File: src/rtl/cvt_bus_seq_pkg.sv
package cvt_bus_seq_pkg;

  // Conversion phases seen by the datapath.
  typedef enum logic [1:0] {
    PH_IDLE   = 2'd0,
    PH_SAMPLE = 2'd1,
    PH_FINE   = 2'd2,
    PH_RESULT = 2'd3
  } phase_e;

  function automatic int max3(input int a, input int b, input int c);
    int m;
    m = (a > b) ? a : b;
    return (m > c) ? m : c;
  endfunction

endpackage

File: src/rtl/cvt_bus_seq_pins.sv
// Registers the host strobes once, applies the chip-select gating and
// finds the edges of the gated sample and read requests.
module cvt_bus_seq_pins (
  input  logic clk,
  input  logic rst_n,
  input  logic cs_n,
  input  logic sh_n,
  input  logic rd_n,
  output logic smp_req,
  output logic smp_fall,
  output logic rd_act,
  output logic rd_rise
);

  logic cs_q, sh_q, rd_q;
  logic smp_req_d, rd_act_d;

  always_ff @(posedge clk) begin
    if (!rst_n) begin
      cs_q <= 1'b1;
      sh_q <= 1'b1;
      rd_q <= 1'b1;
      smp_req_d <= 1'b0;
      rd_act_d  <= 1'b0;
    end else begin
      cs_q <= cs_n;
      sh_q <= sh_n;
      rd_q <= rd_n;
      smp_req_d <= smp_req;
      rd_act_d  <= rd_act;
    end
  end

  assign smp_req  = !cs_q && !sh_q;
  assign rd_act   = !cs_q && !rd_q;
  assign smp_fall = smp_req && !smp_req_d;
  assign rd_rise  = rd_act_d && !rd_act;

endmodule

File: src/rtl/cvt_bus_seq_timer.sv
// Phase sequencer: sample, fine and result-wait phases timed by one counter.
module cvt_bus_seq_timer
  import cvt_bus_seq_pkg::*;
#(
  parameter int SMP_MIN_CYC = 25,
  parameter int CRS2_CYC    = 60,
  parameter int FINE_CYC    = 120
) (
  input  logic   clk,
  input  logic   rst_n,
  input  logic   mode_tied,
  input  logic   smp_req,
  input  logic   smp_fall,
  input  logic   res_valid,
  output phase_e phase,
  output logic   crs_lat,
  output logic   accept
);

  localparam int MAXC = max3(SMP_MIN_CYC, CRS2_CYC, FINE_CYC);
  localparam int CW   = $clog2(MAXC + 1);
  localparam logic [CW-1:0] SMP_LAST  = CW'(SMP_MIN_CYC - 1);
  localparam logic [CW-1:0] CRS2_LAST = CW'(CRS2_CYC - 1);
  localparam logic [CW-1:0] FINE_LAST = CW'(FINE_CYC - 1);
  localparam logic [CW-1:0] CNT_CAP   = CW'(MAXC - 1);

  phase_e        ph;
  logic [CW-1:0] cnt;
  logic          leave_smp;

  // Split style waits for release and the minimum; tied style uses the timer only.
  always_comb begin
    if (mode_tied) leave_smp = (cnt == CRS2_LAST);
    else           leave_smp = !smp_req && (cnt >= SMP_LAST);
  end

  always_ff @(posedge clk) begin
    if (!rst_n) begin
      ph  <= PH_IDLE;
      cnt <= '0;
    end else begin
      unique case (ph)
        PH_IDLE: begin
          if (smp_fall) begin
            ph  <= PH_SAMPLE;
            cnt <= '0;
          end
        end
        PH_SAMPLE: begin
          if (leave_smp) begin
            ph  <= PH_FINE;
            cnt <= '0;
          end else if (cnt != CNT_CAP) begin
            cnt <= cnt + 1'b1;
          end
        end
        PH_FINE: begin
          if (cnt == FINE_LAST) begin
            ph  <= PH_RESULT;
            cnt <= '0;
          end else begin
            cnt <= cnt + 1'b1;
          end
        end
        PH_RESULT: begin
          if (res_valid) ph <= PH_IDLE;
        end
        default: ph <= PH_IDLE;
      endcase
    end
  end

  assign phase   = ph;
  assign crs_lat = (ph == PH_SAMPLE) && leave_smp;
  assign accept  = (ph == PH_RESULT) && res_valid;

endmodule

File: src/rtl/cvt_bus_seq_result.sv
// Output word register and interrupt flag.
module cvt_bus_seq_result #(
  parameter int DW = 10
) (
  input  logic          clk,
  input  logic          rst_n,
  input  logic          accept,
  input  logic [DW-1:0] res_data,
  input  logic          rd_rise,
  output logic [DW-1:0] word_q,
  output logic          int_n
);

  always_ff @(posedge clk) begin
    if (!rst_n) begin
      word_q <= '0;
      int_n  <= 1'b1;
    end else begin
      if (accept) word_q <= res_data;
      // A completing conversion outranks a read ending on the same edge.
      if (accept)       int_n <= 1'b0;
      else if (rd_rise) int_n <= 1'b1;
    end
  end

endmodule

File: src/rtl/cvt_bus_seq.sv
module cvt_bus_seq
  import cvt_bus_seq_pkg::*;
#(
  parameter int DW          = 10,
  parameter int SMP_MIN_CYC = 25,
  parameter int CRS2_CYC    = 60,
  parameter int FINE_CYC    = 120
) (
  input  logic          clk,
  input  logic          rst_n,
  input  logic          mode_tied_i,
  input  logic          cs_n,
  input  logic          sh_n,
  input  logic          rd_n,
  output logic          int_n,
  output logic [DW-1:0] db_o,
  output logic          db_oe,
  output logic          smp_o,
  output logic          crs_lat_o,
  output logic          fine_o,
  output logic          res_ready,
  input  logic          res_valid,
  input  logic [DW-1:0] res_data
);

  logic   mode_tied_q;
  logic   smp_req, smp_fall, rd_act, rd_rise;
  logic   accept;
  phase_e phase;

  // Interface style is only taken while reset is held.
  always_ff @(posedge clk) begin
    if (!rst_n) mode_tied_q <= mode_tied_i;
  end

  cvt_bus_seq_pins u_pins (
    .clk      (clk),
    .rst_n    (rst_n),
    .cs_n     (cs_n),
    .sh_n     (sh_n),
    .rd_n     (rd_n),
    .smp_req  (smp_req),
    .smp_fall (smp_fall),
    .rd_act   (rd_act),
    .rd_rise  (rd_rise)
  );

  cvt_bus_seq_timer #(
    .SMP_MIN_CYC (SMP_MIN_CYC),
    .CRS2_CYC    (CRS2_CYC),
    .FINE_CYC    (FINE_CYC)
  ) u_timer (
    .clk       (clk),
    .rst_n     (rst_n),
    .mode_tied (mode_tied_q),
    .smp_req   (smp_req),
    .smp_fall  (smp_fall),
    .res_valid (res_valid),
    .phase     (phase),
    .crs_lat   (crs_lat_o),
    .accept    (accept)
  );

  cvt_bus_seq_result #(
    .DW (DW)
  ) u_result (
    .clk      (clk),
    .rst_n    (rst_n),
    .accept   (accept),
    .res_data (res_data),
    .rd_rise  (rd_rise),
    .word_q   (db_o),
    .int_n    (int_n)
  );

  assign db_oe     = rd_act;
  assign smp_o     = (phase == PH_SAMPLE);
  assign fine_o    = (phase == PH_FINE);
  assign res_ready = (phase == PH_RESULT);

endmodule

File: config.mk
export PLATFORM = sky130hd
export DESIGN_NAME = cvt_bus_seq
export DESIGN_NICKNAME = d
export VERILOG_FILES = /design/src/rtl/cvt_bus_seq_pkg.sv /design/src/rtl/cvt_bus_seq_pins.sv /design/src/rtl/cvt_bus_seq_timer.sv /design/src/rtl/cvt_bus_seq_result.sv /design/src/rtl/cvt_bus_seq.sv
export SDC_FILE = /design/constraint.sdc
export NUM_CORES = 1
export LEC_CHECK = 0
export ABC_AREA = 0
export CAP_MARGIN = 5
export CORE_UTILIZATION = 58
export CTS_BUF_LIST = sky130_fd_sc_hd__clkbuf_2
export DETAILED_ROUTE_END_ITERATION = 16
export DONT_BUFFER_PORTS = 1
export GPL_TIMING_DRIVEN = 0
export PLACE_DENSITY = 0.76
export SYNTH_ARGS = -nofsm -noshare
export SYNTH_HDL_FRONTEND = slang
export SYNTH_HIERARCHICAL = 1
export SYNTH_SLANG_ARGS = --single-unit
File: constraint.sdc
create_clock -name clk -period 1.6 [get_ports clk]
set_input_delay 0 -clock clk [delete_from_list [all_inputs] [get_ports clk]]
set_output_delay 0 -clock clk [all_outputs]
set_load 0.05 [all_outputs]
==> impl_metrics.toml <==
[yosys]
synth_enable_flop_cells = 1
yosys_warnings = 6
synthArstFlopShare_pct = 0
synth.lib_cells_used.distinct = 36
postSynthRegisterBits = 26
netlist_instances = 133
synth_mux_area_share_pct = 9.82
synth_top_family_by_area = "simple AND/OR/NAND/NOR gates"
post_synth_xor_xnor_area_pct = 0.661
syn-cell-area_um2 = 1330
post_synth.cell_area_avg_um2 = 9.96
synth-simple-area-share_pct = 23.2
synth_nets = 158
yosys.area_share.adder_pct = 7.55
synth_compound_gate_area_share_pct = 14.4
synth_top_flop_cell = "sky130_fd_sc_hd__dfxtp_1"
synth.yosys.seq_area_share_pct = 40.0

[layout]
utilization_pct = 89.3
number_of_inserted_filler_cells_in_the_final_layout = 81
area_delta_synth_final_pct = 38.9
post-route-cell-area_um2 = 1840
net_total_in_the_final_layout = 193
num_antenna_cells = 0
final_layout_size_suffix_gt1_share_pct = 33.5

[grt]
grt_util_all_layers_pct = 29.2
grt_first_pass_wirelength_mm = 5.35
antenna_found_initial = 0
globalRouteMet3Util_pct = 4.63
first_global_vias = 1206
grt.busiest_layer = "met2"
grt_start_max_net_pins = 16
globalRoute.totalOverflow = 0
globalRouteMet1Util_pct = 31.6
use_met2_pct = 53.6

[drt]
drtIter0Drc = 40
routed_wl_mm = 3.87
drt_pass1_iterations = 5
detail_route_antenna_nets = 0
detailroute.via_count = 1200
route.detailed.wl_per_inst_um = 20.0
vias_per_cell = 6.19
drc_markers = 0

[sta]
layout_setup_ws_ns = -0.0948
final.period_utilization_pct = 106
hold_viol_final = 0
whs_ns = 0.0338
achievable-frequency_mhz = 590
max_slew_margin_pct = 62.2
period_minus_slack_ns = 1.69
post_route_clock_skew_ns = 0.00777
timing.final.setup_violations = 9
setup_repair_after_global_routing_missed_its_margin = "yes"
report.final.slew_viol_count = 0
tightestPinTransition_ns = 0.566

[clock_network]
path_clk_slew_ns = 0.27
number_of_clock_buffers_inserted_by_tritoncts = 3
clkLatencyLatePin_ns = 0.35
ctsRootBufferMaster = "sky130_fd_sc_hd__clkbuf_2"
cts_tree = "built"
cts.path.max_buffers = 2
cts_sinks = 26
cts-htree-levels = 1

[critical_path]
cp-startpoint = "mode_tied_q"
critical_path.reg2reg.startpoint = "mode_tied_q"
setup.worst_path.end_class = "output port"
path_class = "reg2out"
r2r.worst_path.cells = 5
worst_ep_arrival_time_ns = 1.69
path_max_fanout = 2
crit_path_end = "crs_lat_o"
critical_path.startpoint_type = "flop"
rrSetupSlack_ns = -0.06
crit_required_ns = 1.60
worstReg2RegEnd = "u_timer/cnt[0]"

[min_path]
worstHoldPathType = "in2reg"

[power]
leakage_uw = 0.000626
ir_worst_vdd_mv = 0.812
p_per_area_nw_per_um2 = 943

[placement]
detailed_place.area_um2 = 1380
dp_hpwl_mm = 1.79
place.port_buffers = 0
place.gp.congestion = 0.857

[outcome]
violations = "negative setup slack"
outcome = "complete, but fails checks"

[floorplan]
io-pin-count = 33
floorplan.rows = 16
floorplan.initialDensity_pct = 64.3
fp.dieArea_um2 = 2480
die_h_um = 49.8
area_of_the_core_um2 = 2060
die_w_um = 49.8

[job]
max_cap_violations = 0
==> through the flow <==
| stage | setup slack [ns] | std cells | setup TNS [ns] | total power (uW) |
|---|---|---|---|---|
| floorplan | 0.00682 | 133 | 0 | 1040 |
| global placement | -0.241 | 160 | -1.13 | 1080 |
| detailed placement | -0.291 | 160 | -1.50 | 1100 |
| CTS | -0.0804 | 191 | -0.0935 | 1640 |
| global route | -0.153 | 194 | -0.832 | 1790 |
| finish | -0.0948 | 194 | -0.387 | 1740 |
==> synth_stat cells (2+ instances only) <==
cell type	number	share of area, %
sky130_fd_sc_hd__nor2_1	5	1.4
sky130_fd_sc_hd__inv_1	10	2.8
sky130_fd_sc_hd__and2_1	2	0.94
sky130_fd_sc_hd__nand3_1	4	1.5
sky130_fd_sc_hd__nor3_1	6	2.3
sky130_fd_sc_hd__clkbuf_1	2	0.57
sky130_fd_sc_hd__o22ai_1	2	0.94
sky130_fd_sc_hd__o2111ai_1	3	2.0
sky130_fd_sc_hd__mux2i_1	13	9.8
sky130_fd_sc_hd__nand2b_1	3	1.4
sky130_fd_sc_hd__o221ai_1	2	1.3
sky130_fd_sc_hd__or2_2	3	1.4
sky130_fd_sc_hd__nor2b_1	13	6.1
sky130_fd_sc_hd__nand2_1	5	1.4
sky130_fd_sc_hd__nor3b_2	2	1.9
sky130_fd_sc_hd__dfxtp_1	25	38
sky130_fd_sc_hd__o21a_1	2	1.1
sky130_fd_sc_hd__o21ai_0	6	2.3
sky130_fd_sc_hd__ha_1	8	7.6
==> repair_timing <==
action	4_1_cts	5_1_grt
hold buffers	16	1
resized for setup	18	14
cloned	0	0
buffers inserted	11	2
endpoints found under the hold margin	20	1
endpoints found under the setup margin	11	13
pin swaps	6	6
==> worst min-delay path by stage <==
stage                     start                to  slack (ns)  depth (start not counted)
after CTS                 rst_n  u_timer/phase[0]        0.01                          3
final                     rst_n  u_timer/phase[0]        0.03                          3
after global placement    rst_n       u_pins/sh_q        0.07                          1
after global routing      rst_n  u_timer/phase[0]        0.03                          3
after detailed placement  rst_n       u_pins/sh_q        0.08                          1
after floorplan           rst_n       u_pins/cs_q        0.07                          1
==> power breakdown <==
part	leakage (uW)	switching [uW]	total (uW)	internal, uW
sequential	0.000215	28.8	711	682
clock	0.0000266	209	424	215
combinational	0.000384	318	600	282
total	0.000626	556	1740	1180
==> routing by layer <==
layer	vias up	wire (um)
li1	540	-
met1	565	1370
met2	74	2000
met3	21	283
met4	0	215
met5	-	0
==> final cells by class <==
cell class,instances,area [um2],area share (%)
well taps,27,33.8,1.84
flip-flops and latches,26,547,29.7
repair buffers,30,268,14.5
clock buffers,3,15.0,0.816
multi-input cells,94,891,48.4
inverters,10,37.5,2.04
plain buffers,3,18.8,1.02
clock inverters,1,30.0,1.63
==> critical path, cell delays in order, from the launching register on <==
cell	delay [ns]
sky130_fd_sc_hd__edfxtp_1	0.52
sky130_fd_sc_hd__or2_4	0.27
sky130_fd_sc_hd__o22a_4	0.23
sky130_fd_sc_hd__nor2b_4	0.32
==> cells by family (layout without fill, tap and decap cells) <==
kind of cell / Yosys count / after routing
xor+xnor: 1 / 1
mux: 13 / 13
fa+ha+maj: 8 / 8
buf+inv: 13 / 47
compound gates: 22 / 22
flops: 26 / 26
simple gates: 50 / 50
==> registers in the layout (all words and copies together), names as in the netlist <==
name and flops:
u_result/word_q 10, u_timer/cnt 7, u_timer/phase 2, mode_tied_q 1, u_pins/cs_q 1, u_pins/rd_act_d 1
u_pins/rd_q 1, u_pins/sh_q 1, u_pins/smp_req_d 1, u_result/int_n 1
==> cell usage in the layout (no fill, tap or decap), drive strengths merged, types with 6 or more instances in the layout <==
master and instances:
buf 14, dfxtp 25, dlygate4sd3 17, ha 8, inv 10, mux2i 13
nor2b 13, nor3 6, o21ai 6
Note: power is estimated with default switching activity, not from simulation.
